<file path="src/rtl/mmr_pkg.sv">
package mmr_pkg;

    localparam int DATA_W     = 32;
    localparam int ADDR_W     = 3;
    localparam int NUM_MAPPED = 6;
    localparam int STAT_W     = 12;
    localparam int WIDE_W     = 64;

    typedef enum logic [2:0] {
        ACC_NONE,
        ACC_RW,
        ACC_RO,
        ACC_WO,
        ACC_CLR_RD,
        ACC_STROBE_WR
    } acc_mode_e;

    localparam logic [ADDR_W-1:0] A_CTRL    = 3'd0;
    localparam logic [ADDR_W-1:0] A_STAT    = 3'd1;
    localparam logic [ADDR_W-1:0] A_EVT     = 3'd2;
    localparam logic [ADDR_W-1:0] A_CMD     = 3'd3;
    localparam logic [ADDR_W-1:0] A_WIDE_LO = 3'd4;
    localparam logic [ADDR_W-1:0] A_WIDE_HI = 3'd5;

    typedef struct packed {
        logic [NUM_MAPPED-1:0] rd;
        logic [NUM_MAPPED-1:0] wr;
    } hit_t;

    function automatic acc_mode_e mode_of(input logic [ADDR_W-1:0] a);
        case (a)
            A_CTRL:    return ACC_RW;
            A_STAT:    return ACC_RO;
            A_EVT:     return ACC_CLR_RD;
            A_CMD:     return ACC_STROBE_WR;
            A_WIDE_LO: return ACC_RO;
            A_WIDE_HI: return ACC_RO;
            default:   return ACC_NONE;
        endcase
    endfunction

    function automatic logic is_readable(input acc_mode_e m);
        return (m == ACC_RW) || (m == ACC_RO) || (m == ACC_CLR_RD);
    endfunction

    function automatic logic is_writable(input acc_mode_e m);
        return (m == ACC_RW) || (m == ACC_WO) || (m == ACC_STROBE_WR);
    endfunction

    function automatic logic [DATA_W-1:0] sext_stat(input logic [STAT_W-1:0] v);
        return {{(DATA_W-STAT_W){v[STAT_W-1]}}, v};
    endfunction

endpackage

</file>
<file path="src/rtl/mmr_decode.sv">
module mmr_decode
    import mmr_pkg::*;
(
    input  logic              bus_rd,
    input  logic              bus_wr,
    input  logic [ADDR_W-1:0] bus_addr,
    output hit_t              hit
);

    for (genvar i = 0; i < NUM_MAPPED; i++) begin : g_slot
        localparam logic [ADDR_W-1:0] IDX = ADDR_W'(i);
        localparam logic CAN_RD = is_readable(mode_of(IDX));
        localparam logic CAN_WR = is_writable(mode_of(IDX));
        assign hit.rd[i] = CAN_RD && bus_rd && (bus_addr == IDX);
        assign hit.wr[i] = CAN_WR && bus_wr && (bus_addr == IDX);
    end

endmodule

</file>
<file path="src/rtl/mmr_event_ctr.sv">
module mmr_event_ctr #(
    parameter int CNT_W = 16
) (
    input  logic             clk,
    input  logic             rst,
    input  logic             evt,
    input  logic             clr,
    output logic [CNT_W-1:0] count
);

    always_ff @(posedge clk) begin
        if (rst)
            count <= '0;
        else if (clr)
            count <= evt ? CNT_W'(1) : '0;
        else if (evt)
            count <= count + CNT_W'(1);
    end

endmodule

</file>
<file path="src/rtl/mmr_wide_snap.sv">
module mmr_wide_snap #(
    parameter int FIELD_W = 64,
    parameter int WORD_W  = 32
) (
    input  logic               clk,
    input  logic               rst,
    input  logic [FIELD_W-1:0] value_in,
    input  logic               capture,
    output logic [WORD_W-1:0]  lo_word,
    output logic [WORD_W-1:0]  hi_word
);

    localparam int HI_W = FIELD_W - WORD_W;

    logic [HI_W-1:0] held_hi;

    always_ff @(posedge clk) begin
        if (rst)
            held_hi <= '0;
        else if (capture)
            held_hi <= value_in[FIELD_W-1:WORD_W];
    end

    assign lo_word = value_in[WORD_W-1:0];
    assign hi_word = WORD_W'(held_hi);

endmodule

</file>
<file path="src/rtl/mmr_field_regs.sv">
module mmr_field_regs
    import mmr_pkg::*;
#(
    parameter logic [31:0] CTRL_DEFAULT = 32'h0000_0001,
    parameter int          EVT_W        = 16
) (
    input  logic        clk,
    input  logic        rst,
    input  logic [2:0]  bus_addr,
    input  logic [31:0] bus_wdata,
    input  logic        bus_wr,
    input  logic        bus_rd,
    output logic [31:0] bus_rdata,
    output logic        bus_rvalid,
    output logic [31:0] ctrl_out,
    input  logic [11:0] stat_in,
    input  logic        evt_in,
    output logic        cmd_pulse,
    output logic [31:0] cmd_data,
    input  logic [63:0] wide_cnt_in,
    output logic [5:0]  addr_rd_pulse,
    output logic [5:0]  addr_wr_pulse
);

    hit_t              hit;
    logic [EVT_W-1:0]  evt_count;
    logic [DATA_W-1:0] wide_lo;
    logic [DATA_W-1:0] wide_hi;
    logic [DATA_W-1:0] rd_word;

    mmr_decode u_dec (
        .bus_rd   (bus_rd),
        .bus_wr   (bus_wr),
        .bus_addr (bus_addr),
        .hit      (hit)
    );

    mmr_event_ctr #(.CNT_W(EVT_W)) u_evt (
        .clk   (clk),
        .rst   (rst),
        .evt   (evt_in),
        .clr   (hit.rd[A_EVT]),
        .count (evt_count)
    );

    mmr_wide_snap #(.FIELD_W(WIDE_W), .WORD_W(DATA_W)) u_wide (
        .clk      (clk),
        .rst      (rst),
        .value_in (wide_cnt_in),
        .capture  (hit.rd[A_WIDE_LO]),
        .lo_word  (wide_lo),
        .hi_word  (wide_hi)
    );

    always_comb begin
        case (bus_addr)
            A_CTRL:    rd_word = ctrl_out;
            A_STAT:    rd_word = sext_stat(stat_in);
            A_EVT:     rd_word = DATA_W'(evt_count);
            A_WIDE_LO: rd_word = wide_lo;
            A_WIDE_HI: rd_word = wide_hi;
            default:   rd_word = '0;
        endcase
    end

    always_ff @(posedge clk) begin
        if (rst) begin
            ctrl_out      <= CTRL_DEFAULT;
            cmd_pulse     <= 1'b0;
            cmd_data      <= '0;
            bus_rdata     <= '0;
            bus_rvalid    <= 1'b0;
            addr_rd_pulse <= '0;
            addr_wr_pulse <= '0;
        end else begin
            if (hit.wr[A_CTRL])
                ctrl_out <= bus_wdata;
            cmd_pulse <= hit.wr[A_CMD];
            if (hit.wr[A_CMD])
                cmd_data <= bus_wdata;
            bus_rvalid <= bus_rd;
            if (bus_rd)
                bus_rdata <= rd_word;
            addr_rd_pulse <= hit.rd;
            addr_wr_pulse <= hit.wr;
        end
    end

endmodule

</file>
<file path="config.mk">
export PLATFORM = sky130hd
export DESIGN_NAME = mmr_field_regs
export DESIGN_NICKNAME = d
export VERILOG_FILES = /design/src/rtl/mmr_pkg.sv /design/src/rtl/mmr_decode.sv /design/src/rtl/mmr_event_ctr.sv /design/src/rtl/mmr_wide_snap.sv /design/src/rtl/mmr_field_regs.sv
export SDC_FILE = /design/constraint.sdc
export NUM_CORES = 1
export LEC_CHECK = 0
export BUFFER_PORTS_ARGS = -buffer_cell sky130_fd_sc_hd__buf_4
export CORE_ASPECT_RATIO = 1.5
export CORE_MARGIN = 2
export CORE_UTILIZATION = 55
export CTS_CLUSTER_SIZE = 40
export DETAILED_ROUTE_END_ITERATION = 7
export GPL_TIMING_DRIVEN = 0
export PLACE_DENSITY = 0.83
export SYNTH_ARGS = -nofsm -noshare
export SYNTH_HDL_FRONTEND = slang
export SYNTH_HIERARCHICAL = 1
export SYNTH_SLANG_ARGS = --single-unit
</file>
<file path="constraint.sdc">
create_clock -name clk -period 4.2 [get_ports clk]
set_clock_uncertainty 0.15 [all_clocks]
set_input_delay 0.21 -clock clk [delete_from_list [all_inputs] [get_ports clk]]
set_output_delay 0.21 -clock clk [all_outputs]
set_load 0.02 [all_outputs]
</file>
==> flow_summary.toml <==
[status]
status = "finished clean"

[synth]
synth_edf_count = 0
synthFlopType = "dfxtp_1"
synth_top_area_share_pct = 44.8
synth.largest_area_cell = "dfxtp_1"
postSynthCellCount = 718
synthArstFlopShare_pct = 0
yosysUniqueCellTypes = 49
yosysMostFrequentCell = "dfxtp_1"
ys_seq_area_share_pct = 44.8
yosysWarningCount = 6
syn_area_um2 = 7010
synth_area_leaders = "dfxtp_1, mux2i_1, nor2_1"
synthTopCellsByCount = "dfxtp_1, mux2i_1, nor2_1"
avgSynthCellArea_um2 = 9.77
ys_seq_elements = 157

[sta]
rsz0062_at_grt = "no"
final.period_utilization_pct = 56.1
fin_setup_tns_ps = 0
relSlewSlack_pct = 53.3
fin_crit_ps = 2360
setup_slack_ps = 1840
tightest_slew_ps = 699
fmax_mhz = 424
finalHoldViolCount = 0
slew_violations = 0
finalSetupViolations = 0

[cts]
clock_path_buffers = 2
clkLatencyLatePin_ps = 430
numCtsBuffers = 17
postCtsSetupBuffers = 0
htreeDepth = 4
clock-root-buffer = "clkbuf_16"
cts_sinks = 157
cts_resized = 0
cts_tree = "done"
clk_pin_slew_worst_paths_ps = 60

[routing]
wire_per_inst_um = 19.1
vias = 6481
ant_nets = 0
drc_errors = 0
drtIter0Drc = 297
viasPerCell = 5.53
firstDrtPassIters = 5
routed_wl_mm = 22.4

[worst_setup_path]
critPathCaptureType = "register"
r2r-start = "u_evt/count[1]"
r2r_slack_ps = 2240
crit_end = "u_evt/count[14]"
crit_fanout = 8
cp.arrival_ps = 2500
crit_start = "bus_addr[0]"
cp-start-kind = "input pin"
ff2ff_path_depth = 5
worstReg2RegEnd = "u_evt/count[14]"
path_class = "input pin to register"
cp.required_ps = 4340

[job]
max-cap-violations = 0

[placement]
place_inst = 1070
pre_cts_ws_ps = 2030
hpwl_mm = 15.7
placed_cell_area_um2 = 8670
place_congestion = 0.854
numPortBuffers = 192

[final_layout]
final_cells = 1173
postLayoutCellArea_um2 = 9980
nets = 1121
final_core_util_pct = 80.2
nFillCells = 748
multiInputGateArea_um2 = 3240
seq_area_um2 = 3140
drive_above_1_share_pct = 30.6
diodes = 0
syn_to_final_growth_pct = 42.3

[global_routing]
grt_max_degree = 17
grt_pass1_vias = 6739
grt_pass1_wl_mm = 34.2
grtUsageTotal_pct = 33.2
grt_overflow = 0
antenna_found_initial = 0

[die]
dieArea_um2 = 13700
die_w_um = 96.2
ioPinCount = 226
initial_utilization_pct = 56.3
rows = 50
core_um2 = 12400
fp.dieH_um = 142

[min_path]
hold_path_class = "input pin to register"

[pwr]
ir_drop_mv = 0.258
powerDensity_nw_per_um2 = 363
p_leak_nw = 4.24
-- layout make-up --
cell class                      count  share of cell area, %
Timing Repair Buffer              263                   21.6
Clock buffer                       18                   4.40
Multi-Input combinational cell    469                   32.4
Sequential cell                   157                   31.5
Buffer                             91                   6.32
Clock inverter                     14                   1.69
Tap cell                          156                   1.95
Inverter                            5                  0.188
-- state kept, by name, summed over array words and instances (netlist names) --
name	cells
ctrl_out	32
addr_rd_pulse	6
u_evt/count	16
u_wide/hi_word	32
bus_rvalid	1
addr_wr_pulse	6
cmd_data	32
bus_rdata	32
-- power breakdown --
group	switching (W)	internal (W)	leakage, nW
combinational	0.000233	0.000246	2.67
clock	0.000676	0.000914	0.297
sequential	0.0000265	0.00153	1.27
total	0.000936	0.00269	4.24
-- critical path, stage by stage --
cell and delay, ps:
dlygate4sd3_1 560, buf_4 170, and4bb_2 420, o2111ai_1 400, nor4_1 510, xnor2_1 170, nor2_1 50
-- placed cells by master, fill, tap and decap left out, drive strengths merged, types with 2 or more instances in the layout --
cell,netlist,final
a211oi,11,11
a21oi,35,35
a221oi,2,2
a22o,15,15
and4b,2,2
and4bb,3,3
buf,75,267
bufinv,0,2
clkbuf,16,34
clkinv,0,3
conb,1,5
dfxtp,157,157
dlygate4sd3,0,71
inv,5,13
mux2,4,4
mux2i,142,142
nand2,13,13
nand3,4,4
nand4,2,2
nor2,125,125
nor2b,15,15
nor3,5,5
nor4,3,3
nor4b,6,6
o21ai,18,18
o22ai,29,29
or2,4,4
or3,5,5
xnor2,8,8
xor2,2,2
-- worst min-delay path by stage --
stage,cells past startpoint,start,end
final,3,evt_in,u_evt/count[1]
after global routing,3,evt_in,u_evt/count[1]
after CTS,3,evt_in,u_evt/count[1]
after detailed placement,2,bus_wdata[0],ctrl_out[0]
after global placement,2,bus_wdata[0],ctrl_out[0]
after floorplan,1,rst,u_evt/count[0]
-- kinds of logic (layout without fill, tap and decap cells) --
family,after synthesis,count (layout),synth area share (%)
flip-flops,157,157,44.8
XOR/XNOR,10,10,1.25
adder cells (fa/ha/maj),1,1,0.178
AO/OA/AOI/OAI,114,114,10.4
multiplexers,147,147,21.2
AND/OR/NAND/NOR,192,192,12.8
buffers and inverters,96,391,9.26
other,1,5,0.0535
-- metrics by stage --
stage / hold WS, ps / power (W)
floorplan: 132 / 0.00182
global placement: 282 / 0.00199
detailed placement: 291 / 0.00200
CTS: 8.04 / 0.00363
global route: 7.26 / 0.00374
finish: 6.40 / 0.00362
-- repair_timing --
action | CTS | global route
hold endpoints to repair | 98 | 0
hold buffers | 71 | 0
endpoints found under the setup margin | 0 | 0
-- metal layers --
metal | global-route usage, % | vias up | wire, um
met1 | 33.7 | 3059 | 7930
met4 | 17.7 | 0 | 1110
met5 | 0 | - | 0
li1 | - | 3048 | -
met2 | 59.8 | 297 | 11800
met3 | 9.16 | 77 | 1530
No activity file was read; power rests on OpenSTA's default activity.
